### config.mk
export PLATFORM = sky130hd
export DESIGN_NAME = byte_rmw_unit
export DESIGN_NICKNAME = d
export VERILOG_FILES = /design/src/rtl/rmw_pkg.sv /design/src/rtl/rmw_datapath.sv /design/src/rtl/rmw_flag_gen.sv /design/src/rtl/rmw_out_stage.sv /design/src/rtl/byte_rmw_unit.sv
export SDC_FILE = /design/constraint.sdc
export NUM_CORES = 1
export LEC_CHECK = 0
export BUFFER_PORTS_ARGS = -buffer_cell sky130_fd_sc_hd__buf_2
export CAP_MARGIN = 0
export CORE_ASPECT_RATIO = 1.4
export CORE_UTILIZATION = 50
export CTS_CLUSTER_SIZE = 24
export DETAILED_ROUTE_END_ITERATION = 8
export PLACE_DENSITY_LB_ADDON = 0.1
export SYNTH_ARGS = -nofsm -noshare
export SYNTH_HDL_FRONTEND = slang
export SYNTH_SLANG_ARGS = --single-unit
export TNS_END_PERCENT = 100
### constraint.sdc
create_clock -name clk -period 3.3 [get_ports clk]
set_input_delay 0.33 -clock clk [delete_from_list [all_inputs] [get_ports clk]]
set_output_delay 0.33 -clock clk [all_outputs]
set_load 0.01 [all_outputs]
### src/rtl/rmw_pkg.sv
package rmw_pkg;
  localparam int DATA_W = 8;
  localparam int FUNC_W = 4;

  typedef enum logic [FUNC_W-1:0] {
    FN_SHL    = 4'd0,
    FN_SHR    = 4'd1,
    FN_ROLC   = 4'd2,
    FN_RORC   = 4'd3,
    FN_INC    = 4'd4,
    FN_DEC    = 4'd5,
    FN_SAR    = 4'd6,
    FN_ROL8   = 4'd7,
    FN_ROR8   = 4'd8,
    FN_INV    = 4'd9
  } rmw_fn_e;

  typedef struct packed {
    logic [DATA_W-1:0] data;
    logic              n;
    logic              z;
    logic              c;
  } rmw_res_t;
endpackage

### src/rtl/rmw_datapath.sv
module rmw_datapath
  import rmw_pkg::*;
#(
  parameter int W  = DATA_W,
  parameter int FW = FUNC_W
) (
  input  logic [FW-1:0] func,
  input  logic [W-1:0]  opnd,
  input  logic          c_in,
  output logic [W-1:0]  res,
  output logic          c_out,
  output logic          known
);
  localparam int MSB = W - 1;

  always_comb begin
    res   = opnd;
    c_out = c_in;
    known = 1'b1;
    case (func)
      FN_SHL:  begin res = {opnd[MSB-1:0], 1'b0};       c_out = opnd[MSB]; end
      FN_SHR:  begin res = {1'b0, opnd[MSB:1]};         c_out = opnd[0];   end
      FN_ROLC: begin res = {opnd[MSB-1:0], c_in};       c_out = opnd[MSB]; end
      FN_RORC: begin res = {c_in, opnd[MSB:1]};         c_out = opnd[0];   end
      FN_INC:  res = opnd + W'(1);
      FN_DEC:  res = opnd - W'(1);
      FN_SAR:  begin res = {opnd[MSB], opnd[MSB:1]};    c_out = opnd[0];   end
      FN_ROL8: begin res = {opnd[MSB-1:0], opnd[MSB]};  c_out = opnd[MSB]; end
      FN_ROR8: begin res = {opnd[0], opnd[MSB:1]};      c_out = opnd[0];   end
      FN_INV:  res = ~opnd;
      default: known = 1'b0;
    endcase
  end

  always_comb begin
    if (func == FN_SAR)
      assert_sar_keeps_sign_R6: assert (res[MSB] == opnd[MSB]);
    if (func == FN_INC || func == FN_DEC || func == FN_INV)
      assert_carry_untouched_R5: assert (c_out == c_in);
    if (func == FN_SHR)
      assert_shr_top_clear_R3: assert (res[MSB] == 1'b0);
  end
endmodule

### src/rtl/rmw_flag_gen.sv
module rmw_flag_gen #(
  parameter int W = rmw_pkg::DATA_W
) (
  input  logic [W-1:0] res,
  input  logic         known,
  input  logic         n_in,
  input  logic         z_in,
  output logic         n_out,
  output logic         z_out
);
  always_comb begin
    if (known) begin
      n_out = res[W-1];
      z_out = (res == '0);
    end else begin
      n_out = n_in;
      z_out = z_in;
    end
  end
endmodule

### src/rtl/rmw_out_stage.sv
module rmw_out_stage
  import rmw_pkg::*;
(
  input  logic     clk,
  input  logic     rst_n,
  input  logic     take,
  input  rmw_res_t nxt,
  input  logic     drain,
  output logic     full,
  output rmw_res_t held
);
  always_ff @(posedge clk) begin
    if (!rst_n) begin
      full <= 1'b0;
      held <= '0;
    end else if (take) begin
      full <= 1'b1;
      held <= nxt;
    end else if (drain) begin
      full <= 1'b0;
    end
  end
endmodule

### src/rtl/byte_rmw_unit.sv
module byte_rmw_unit
  import rmw_pkg::*;
(
  input  logic              clk,
  input  logic              rst_n,
  input  logic              in_valid,
  output logic              in_ready,
  input  logic [FUNC_W-1:0] in_func,
  input  logic [DATA_W-1:0] in_data,
  input  logic              in_n,
  input  logic              in_z,
  input  logic              in_c,
  output logic              out_valid,
  input  logic              out_ready,
  output logic [DATA_W-1:0] out_data,
  output logic              out_n,
  output logic              out_z,
  output logic              out_c
);
  logic [DATA_W-1:0] dp_res;
  logic              dp_c, dp_known, fg_n, fg_z, accept;
  rmw_res_t          nxt, held;

  rmw_datapath #(.W(DATA_W), .FW(FUNC_W)) u_dp (
    .func(in_func), .opnd(in_data), .c_in(in_c),
    .res(dp_res), .c_out(dp_c), .known(dp_known)
  );

  rmw_flag_gen #(.W(DATA_W)) u_fg (
    .res(dp_res), .known(dp_known), .n_in(in_n), .z_in(in_z),
    .n_out(fg_n), .z_out(fg_z)
  );

  assign nxt      = '{data: dp_res, n: fg_n, z: fg_z, c: dp_c};
  assign in_ready = !out_valid || out_ready;
  assign accept   = in_valid && in_ready;

  rmw_out_stage u_os (
    .clk(clk), .rst_n(rst_n), .take(accept), .nxt(nxt),
    .drain(out_ready), .full(out_valid), .held(held)
  );

  assign out_data = held.data;
  assign out_n    = held.n;
  assign out_z    = held.z;
  assign out_c    = held.c;

  assert_valid_after_accept_R1: assert property (@(posedge clk) disable iff (!rst_n)
    accept |=> out_valid);

  assert_stall_holds_R2: assert property (@(posedge clk) disable iff (!rst_n)
    (out_valid && !out_ready) |=> (out_valid && $stable(out_data) && $stable(out_c)
                                   && $stable(out_n) && $stable(out_z)));

  assert_drain_empties_R2: assert property (@(posedge clk) disable iff (!rst_n)
    (out_valid && out_ready && !in_valid) |=> !out_valid);

  assert_stall_blocks_R1: assert property (@(posedge clk) disable iff (!rst_n)
    (out_valid && !out_ready) |-> !in_ready);
endmodule

==> impl_results.md, run 1 <==
* Gpl congestion at 0.874
* Max capacitance violation total at 0
* Setup TNS Final at 0 ns
* Area grow syn2layout at 10.3%
* Worst Tran Pin Value at approximately 0.75 ns
* Net Sw Power at 0.168 mW
* Chip width at about 48 um
* IO Pins at 32
* Fin nets at 243
* Final core occ at 57.4%
* Root Buffer: clkbuf_8
* Clock network power share at about 31%
* Post-synthesis mux area share at 2.95%
* Peak supply drop at 271 uV
* Largest family of logic cells by synthesized area: compound AO/OA/AOI/OAI gates
* Fin cells at 259
* ANT nets after route at 0
* Leakage dissipation at around 0.63 nW
* Total track usage at between 20% and 30%
* Total power at 0.505 mW
* Fmax at a little under 400 MHz
* Post-Syn Area at approximately 1500 um^2
* Vias at about 1700
* Critical path type: in -> reg
* CTS Sinks at 12
* RSZ-0062 raised after global routing: no
* Synthesized Nets at 228
* Number of CTS-inserted buffers at 3
* Cell Area, Placed at 1580 um^2
* Synth Warn # at 0
* Final setup viols at 0
* Post-synthesis xor/xnor area fraction at 1.18%
* Core Rows at 23
* Largest fanout on the critical path at 30
* Synth Area in Compound Gates at 39.3%
* Part of the power in registers at 31.9%
* Layout cell share with drive strength beyond 1 at 19.4%
* Ys async rst share at 0%
* CP startpoint kind: primary input
* Drt drc at 0
* Die H at 66.4 um
* Worst EP required at between 3 and 4 ns
* CTS max path bufs at 2
* Post-synth EDFFs at 0
* Drt via density at 6.46
* Cell variety after synth at just over 60
* Main flop type after synthesis: dfxtp_1
* Seq/Total Area, Yosys at 16.2%
* Postcts setup bufs at 0
* Combinational power share at 37.0%
* HP Class: in -> reg
* Met3 Usage GRT at 2.46%
* GR Util met1 at between 30% and 40%
* Syn Area/Cell at 7.13 um^2
* Commonest non-fill, non-tap cell in the layout: buf_2
* Placed Cells at 255
* Commonest non-fill, non-tap cells in the layout: buf_2, nand2_1, a21oi_1, o21ai_0, dfxtp_1
* Clk_skew at 0.000432 ns
* Post-Synth Simple-Gate Area at 30.2%
* # hold bufs at CTS at 0
* Iter 0 DRT Violations at 49
* Leading area contributor after synthesis: dfxtp_1
* GR Overflow Total at 0
* Sw frac at between 30% and 40%
* Initial DRT Pass Iterations at 4
* Fin crit share at 76.7%
* Final Cell Area at ~1600 um^2
* I/O Buffers at 31
* Final Max Tran Viols at 0
* Post-Syn Instances at about 210
* First-pass GRT wire length at 6.56 mm
* Full die area at ~3200 um^2
* Avg WL per Cell at 16.0 um
* Worst EP arrival at 2.71 ns
* Vias in the first global route at 1446
* P per Cell Area at 309 nW/um^2
* Post-Synth Adder-Cell Area at 0.844%
* Largest net degree at the start of global routing at 35
* TritonCTS clock tree: built
* Clock slew at reported path FFs at 0.05 ns
* Critical Path End Type: register
* Yosys top cell area share at 16.2%
* Core Region at 2850 um^2
* FILL cells at around 290
* Met2 Track Usage GR at a little over two fifths
* P_int at 0.336 mW
* Crit path time final at around 2.5 ns
* Hold Violations, Final at 0
* Synth Register Bits at 12
* Status: completed
* Clock Latency Late Sink at between 0.2 and 0.25 ns
* Initial antenna violation count at 0
* Slew HR at between 40% and 50%
* Final WL at 4.14 mm
* HPWL Detailed at ~3.0 mm
* Antenna cells at 0
* H-tree depth at 1
* Synth area leaders: dfxtp_1, a21oi_1, o21ai_0, nand2_1, nor3b_1
* Busiest grt layer: met2
* Starting Density at about 52%
* Resize count post-CTS at 0
-- metrics by stage --
| stage | worst slack, ns | hold slack [ns] |
|---|---|---|
| 2_1_floorplan | 1.09 | 0.456 |
| 3_5_place_dp | 0.567 | 0.453 |
| 6_report | 0.769 | 0.337 |
| 4_1_cts | 0.807 | 0.336 |
| 3_3_place_gp | 0.681 | 0.440 |
| 5_1_grt | 0.493 | 0.366 |
-- synthesized netlist by cell type, types with 4 or more instances --
| cell | count |
|---|---|
| clkbuf_1 | 10 |
| a21o_1 | 4 |
| o21ai_0 | 14 |
| dfxtp_1 | 12 |
| nand2b_1 | 7 |
| nor2b_1 | 8 |
| buf_2 | 7 |
| nand3_1 | 6 |
| a21oi_1 | 16 |
| nor3_1 | 5 |
| nor3b_1 | 7 |
| inv_1 | 4 |
| a21boi_0 | 6 |
| or3_1 | 4 |
| o22ai_1 | 4 |
| o2111ai_1 | 4 |
| nor2_1 | 7 |
| nand2_1 | 17 |
-- kinds of logic after synthesis --
| logic type | count (synthesis) |
|---|---|
| fa+ha+maj | 1 |
| buf+inv | 29 |
| compound gates | 83 |
| flops | 12 |
| mux | 4 |
| simple gates | 77 |
| xor+xnor | 2 |
-- flip-flops by register name (all words and copies together), names as in the netlist --
| name | cells |
|---|---|
| u_os.held | 11 |
| u_os.full | 1 |
-- per-layer routing --
layer / part of all wire (%) / vias to the layer above
li1: - / 818
met1: 44 / 793
met2: 50 / 52
met3: 3.5 / 9
met4: 2.5 / 0
met5: 0 / -
-- area by class of cell --
| class | count | area (um^2) | area share, % |
|---|---|---|---|
| Sequential cell | 12 | 240 | 14.7 |
| Inverter | 7 | 26.3 | 1.61 |
| Tap cell | 37 | 46.3 | 2.83 |
| Multi-Input combinational cell | 167 | 1100 | 67.6 |
| Timing Repair Buffer | 32 | 163 | 9.95 |
| Clock buffer | 4 | 55.1 | 3.37 |
-- final timing paths --
check | startpoint | cells past startpoint | slack [ns] | to
hold / removal | in_valid | 3 | 0.34 | u_os.full
setup reg to reg | u_os.full | 6 | 1.75 | u_os.held[1]
setup / recovery | in_func[3] | 10 | 0.77 | u_os.held[1]
hold reg to reg | u_os.held[2] | 2 | 0.46 | u_os.held[2]
-- worst max-delay path, stage by stage --
cell and delay [ns]:
buf_2 0.25, nand4bb_1 0.43, xnor2_1 0.25, ha_1 0.28, nand3_1 0.13, nor3b_1 0.26, o21ai_0 0.11, a21o_1 0.20
a222oi_1 0.27, a32o_1 0.20
-- power groups by stage --
stage	logic, mW	registers (mW)	clock network, mW
6_report	0.187	0.161	0.157
5_1_grt	0.205	0.163	0.167
3_5_place_dp	0.184	0.164	0
4_1_cts	0.185	0.161	0.162
3_3_place_gp	0.180	0.164	0
2_1_floorplan	0.132	0.170	0
(Power assumes the default switching activity.)
==> inputs of run 2 (changes only) <==
- ABC_AREA: unset -> 1
- CORE_UTILIZATION: 50 -> 48
- clock period: 3.3 -> 2.3 ns (I/O delays scaled with it)
==> run 2 against run 1 <==
  * Final cell count increased by 10%
  * Final area shrank 9.9%
  * Critical path depth rose by 9
  * Largest power group is now sequential cells
  * Count of clock-buffer cells in the layout did not move
  * Non-clock buffer count increased by 2
  * Die area fell by 12%
  * Setup slack worse by 0.26 ns
==> impl_results.md, run 2 <==
* Status: completed
* Area occupied by registers at 240 um^2
* Critical Path End Type: register
* Vias in the first global route at 1396
* Critical path type: in -> reg
* Postcts setup bufs at 0
* Number of flip-flops in the largest register at 11
* Vias at 1514
* Post-synth EDFFs at 0
* Full die area at 2790 um^2
* GR Overflow Total at 0
* Clock Latency Late Sink at about 0.27 ns
* Worst EP arrival at 1.95 ns
* Peak supply drop at 201 uV
* Fmax at 559 MHz
* Top Registers: u_os.held x11, u_os.full x1
* Drt drc at 0
* Synth top cells by count: nand2_1, inv_1, nand3_1, nor2_1, o21ai_0
* Cell variety after synth at 30
* Worst Tran Pin Value at between 0.3 and 0.4 ns
* Number of CTS-inserted buffers at 3
* Crit path time final at roughly 1.8 ns
* Setup ws final at 0.512 ns
* Fin crit share at 77.8%
* Post-Syn Area at 1240 um^2
* Setup TNS Final at 0 ns
* Leading area contributor after synthesis: dfxtp_1
* Pre-CTS setup slack at 0.230 ns
* Drt via density at 5.29
* HP Class: in -> reg
* Core Rows at 21
* Gpl congestion at 0.883
* CTS Sinks at 12
* Synthesized Nets at 237
* RSZ-0062 raised after global routing: no
* Main flop type after synthesis: dfxtp_1
* Commonest non-fill, non-tap cell in the layout: nand2_1
* IO Pins at 32
* Net Sw Power at 0.219 mW
* CP startpoint kind: primary input
* Hold Violations, Final at 0
* Ys async rst share at 0%
* FILL cells at 288
* Post-Syn Instances at between 200 and 250
* TritonCTS clock tree: built
* Initial DRT Pass Iterations at 4
* Synth Register Bits at 12
* Clock slew at reported path FFs at 0.07 ns
* Hold_ws at 0.245 ns
* Final setup viols at 0
* Most common cell in the netlist: nand2_1
* Synth Warn # at 0
* Synth area leaders: dfxtp_1, nand2_1, nand3_1, inv_1, o21ai_0
* Most flops, register: u_os.held
* Max capacitance violation total at 0
* Clock network power share at 25.8%
* HPWL Detailed at between 2 and 3 mm
* Initial antenna violation count at 0
* Area grow syn2layout at 18.9%
* Largest fanout on the critical path at 6
* Multi-input gate area at 861 um^2
* Final Max Tran Viols at 0
* Part of the power in registers at roughly 37%
* Seq/Total Area, Yosys at roughly a fifth
* I/O Buffers at 31
* Root Buffer: clkbuf_4
* P_int at between 0.4 and 0.5 mW
* Starting Density at 51.3%
* Resize count post-CTS at 0
* Chip width at 45.0 um
* Yosys top cell area share at 19.4%
* Fin nets at 273
* P per Cell Area at ~420 nW/um^2
* Worst EP required at 2.46 ns
* Total track usage at 25.7%
* Slew HR at 73.8%
* Die H at approximately 62 um
* Combinational power share at 37.0%
* Clk_skew at 0.00310 ns
* Commonest non-fill, non-tap cells in the layout: nand2_1, buf_2, inv_1, nand3_1, nor2_1
* H-tree depth at 1
* Antenna cells at 0
* CTS max path bufs at 2
* First-pass GRT wire length at 5.63 mm
* Final WL at 3.18 mm
* Syn Area/Cell at 5.71 um^2
* Leakage dissipation at 0.764 nW
* Avg WL per Cell at approximately 11 um
* # hold bufs at CTS at 0
* ANT nets after route at 0
* Largest net degree at the start of global routing at 20
* Iter 0 DRT Violations at 49
* Layout cell share with drive strength beyond 1 at 20.6%
* Sw frac at a little over a third
* Core Region at roughly 2400 um^2
## run 2: cell count changes in the layout (fill, tap and decap cells not counted), sizes merged, moves of 8 or more
| cell | change |
|---|---|
| nand3 | +18 |
| nor2 | +19 |
| nand2 | +49 |
| nor2b | -8 |
| inv | +24 |
## run 2: cell families (layout without fill, tap and decap cells)
group,Yosys count,in the layout,share of synthesized area (%)
AND/OR/NAND/NOR,121,121,43.8
buffers and inverters,34,69,11.2
AO/OA/AOI/OAI,47,47,23.2
flip-flops,12,12,19.4
adder cells (fa/ha/maj),1,1,1.01
XOR/XNOR,2,2,1.41
## run 2: path summary, 6_finish.rpt
path	depth (start not counted)	endpoint	slack, ns	from
worst min register to register	2	u_os.held[2]	0.47	u_os.held[2]
worst max-delay path	19	u_os.held[1]	0.51	in_func[0]
worst max register to register	5	u_os.held[1]	0.83	u_os.full
worst min-delay path	4	u_os.full	0.24	out_ready
## run 2: worst max-delay path, cell delays in order
cell	delay, ns
buf_2	0.14
inv_2	0.08
nor2_4	0.12
nand3_1	0.13
nand2_1	0.11
inv_1	0.05
ha_1	0.17
inv_1	0.05
nand2_1	0.07
nand2_1	0.10
nor2_1	0.05
nand2_1	0.08
nand2_1	0.05
nand2_1	0.05
nand3_1	0.08
a21oi_1	0.19
nor2_1	0.07
nand3_1	0.08
a21oi_2	0.05
## run 2: cell type report
| cell class | instances | area share [%] |
|---|---|---|
| Inverter | 31 | 7.89 |
| Multi-Input combinational cell | 171 | 58.4 |
| Timing Repair Buffer | 34 | 12.1 |
| Clock buffer | 4 | 2.46 |
| Sequential cell | 12 | 16.3 |
| Tap cell | 34 | 2.89 |
## run 2: through the flow
step / power (mW) / utilization (%) / std cells / instance area, um^2
4_1_cts: 0.628 / 61.0 / 286 / 1470
3_5_place_dp: 0.467 / 59.5 / 282 / 1440
5_1_grt: 0.671 / 61.0 / 286 / 1470
3_3_place_gp: 0.467 / 59.5 / 282 / 1440
2_1_floorplan: 0.390 / - / 217 / 1240
6_report: 0.624 / 61.0 / 286 / 1470
## run 2: power groups by stage
stage | logic, mW | registers, mW | clock network (mW)
3_5_place_dp | 0.230 | 0.237 | 0
4_1_cts | 0.231 | 0.232 | 0.165
2_1_floorplan | 0.144 | 0.247 | 0
6_report | 0.231 | 0.232 | 0.161
3_3_place_gp | 0.231 | 0.237 | 0
5_1_grt | 0.264 | 0.234 | 0.172
## run 2: layer usage
layer | track usage [%] | vias to the layer above | share of wire [%]
met5 | 0 | - | 0
met4 | 11.4 | 0 | 2.6
met3 | 1.74 | 9 | 4.5
met2 | 44.9 | 49 | 51
met1 | 30.2 | 663 | 42
li1 | - | 793 | -
==> inputs of run 3 (changes only) <==
- clock period: 2.3 -> 1.5 ns (I/O delays scaled with it)
==> run 3 against run 2 <==
  * The flow now finishes with violations (negative setup slack)
  * Critical path type unchanged
  * Sequential share of layout area is 4.7 points lower
  * Combinational power rose to 2.5 times the previous value
  * Largest cell class unchanged
  * Wire length grew 60%
  * Final area increased by 41%
  * Total power is 82% higher
  * Count of clock-buffer cells in the layout down 1
==> impl_results.md, run 3 (synthesized netlist as in run 2, its figures left out) <==
* Clock slew at reported path FFs at 0.07 ns
* Vias in the first global route at 1730
* TritonCTS clock tree: built
* Max capacitance violation total at 0
* Fin cells at 339
* Worst Tran Pin Value at 0.425 ns
* RSZ-0062 raised after global routing: yes
* Most flops, register: u_os.held
* Avg WL per Cell at 15.1 um
* Area grow syn2layout at 67.7%
* ANT nets after route at 0
* Number of flip-flops in the largest register at 11
* Starting Density at 51.3%
* Commonest non-fill, non-tap cells in the layout: buf_4, nand2_1, buf_2, inv_1, nand2_2
* Die H at 62.1 um
* Failing checks: negative setup slack
* Core Rows at 21
* GR Overflow Total at 0
* Placed Cells at 328
* IO Pins at 32
* Crit path time final at approximately 1.8 ns
* Core Region at 2420 um^2
* Critical Path End Type: register
* Slew HR at a little under three quarters
* Antenna cells at 0
* HP Class: in -> reg
* Final WL at 5.11 mm
* Root Buffer: clkbuf_4
* Critical path type: in -> reg
* Total power at between 1 and 1.5 mW
* Clock Latency Late Sink at 0.27 ns
* Chip width at 45.0 um
* Fin nets at 327
* Initial DRT Pass Iterations at 4
* Worst EP required at 1.71 ns
* Vias at 1912
* Total track usage at 31.0%
* Final core occ at a little under nine tenths
* Iter 0 DRT Violations at ~110
* First-pass GRT wire length at slightly below 7 mm
* Final Max Tran Viols at 0
* Drt drc at 0
* Commonest non-fill, non-tap cell in the layout: buf_4
* CP startpoint kind: primary input
* Drt via density at about 5.6
* H-tree depth at 1
* Largest net degree at the start of global routing at 20
* Number of CTS-inserted buffers at 3
* Hold Violations, Final at 0
* Fmax at between 500 and 600 MHz
* Gpl congestion at 0.849
* Top Registers: u_os.held x11, u_os.full x1
* CTS Sinks at 12
* Setup ws final at -0.279 ns
* Final setup viols at 7
* Fin crit share at 119%
* CTS max path bufs at 2
* Full die area at 2790 um^2
* HPWL Detailed at 3.00 mm
* Layout cell share with drive strength beyond 1 at 49.2%
* Status: finished, violations left
* P per Cell Area at around 550 nW/um^2
* Largest fanout on the critical path at 6
* FILL cells at 169
* Leakage dissipation at 1.05 nW
* Initial antenna violation count at 0
* Worst EP arrival at about 2 ns
* Clk_skew at 0.00126 ns
* Peak supply drop at 351 uV
* I/O Buffers at 31
==> run 3: power breakdown <==
group          internal, mW  leakage, nW  switching, mW  total [mW]
logic                 0.260        0.935          0.325       0.585
clock network        0.0930       0.0138          0.101       0.194
registers             0.346       0.0995         0.0109       0.357
total                 0.699         1.05          0.437        1.14
==> run 3: final timing paths <==
kind / end / slack [ns] / depth (start not counted) / from
max: u_os.held[1] / -0.28 / 18 / in_func[1]
min reg2reg: u_os.held[2] / 0.47 / 2 / u_os.held[2]
max reg2reg: u_os.held[1] / 0.25 / 6 / u_os.full
min: u_os.full / 0.17 / 4 / out_ready
==> run 3: repair_timing <==
| item | in CTS | in global routing |
|---|---|---|
| hold buffers | 0 | 0 |
| buffers inserted | 5 | 4 |
| pin swaps | 15 | 27 |
| endpoints found under the setup margin | 2 | 8 |
| resized for setup | 22 | 36 |
| cloned | 0 | 0 |
==> run 3: stage by stage <==
stage | setup TNS [ns] | hold WS, ns | setup WS [ns] | instance area [um^2]
2_1_floorplan | -0.511 | 0.288 | -0.301 | 1250
3_3_place_gp | -1.96 | 0.447 | -0.411 | 1790
3_5_place_dp | -2.19 | 0.454 | -0.453 | 1790
4_1_cts | -0.00659 | 0.168 | -0.00659 | 1920
5_1_grt | -1.55 | 0.204 | -0.360 | 2080
6_report | -0.851 | 0.167 | -0.279 | 2080
==> run 3: final cells by class <==
type                       instances  area, um^2  share of cell area (%)
tap                               34        42.5                    2.05
multi-input combinational        171        1040                    50.1
timing repair buffer              88         613                    29.5
sequential                        12         240                    11.6
inverter                          31         119                    5.72
clock buffer                       3        22.5                    1.08
==> run 3: worst max-delay path, cell delays in order <==
cell and delay (ns):
buf_2 0.14, buf_6 0.13, inv_1 0.08, nand2_1 0.07
nor2_1 0.13, buf_4 0.17, nand2_1 0.07, nand2_2 0.10
nand3_2 0.09, nand2_1 0.07, nand2_1 0.08, nand3_2 0.08
nand2_1 0.08, nand2_2 0.11, nand3_2 0.09, nor2_2 0.12
nand3_2 0.08, a21oi_2 0.14
==> run 3: routing by layer <==
| metal | GRT usage [%] | vias to the layer above | wire [um] |
|---|---|---|---|
| li1 | - | 906 | - |
| met1 | 33.0 | 857 | 1810 |
| met2 | 57.6 | 115 | 2730 |
| met3 | 1.45 | 34 | 310 |
| met4 | 14.8 | 0 | 255 |
| met5 | 0 | - | 0 |
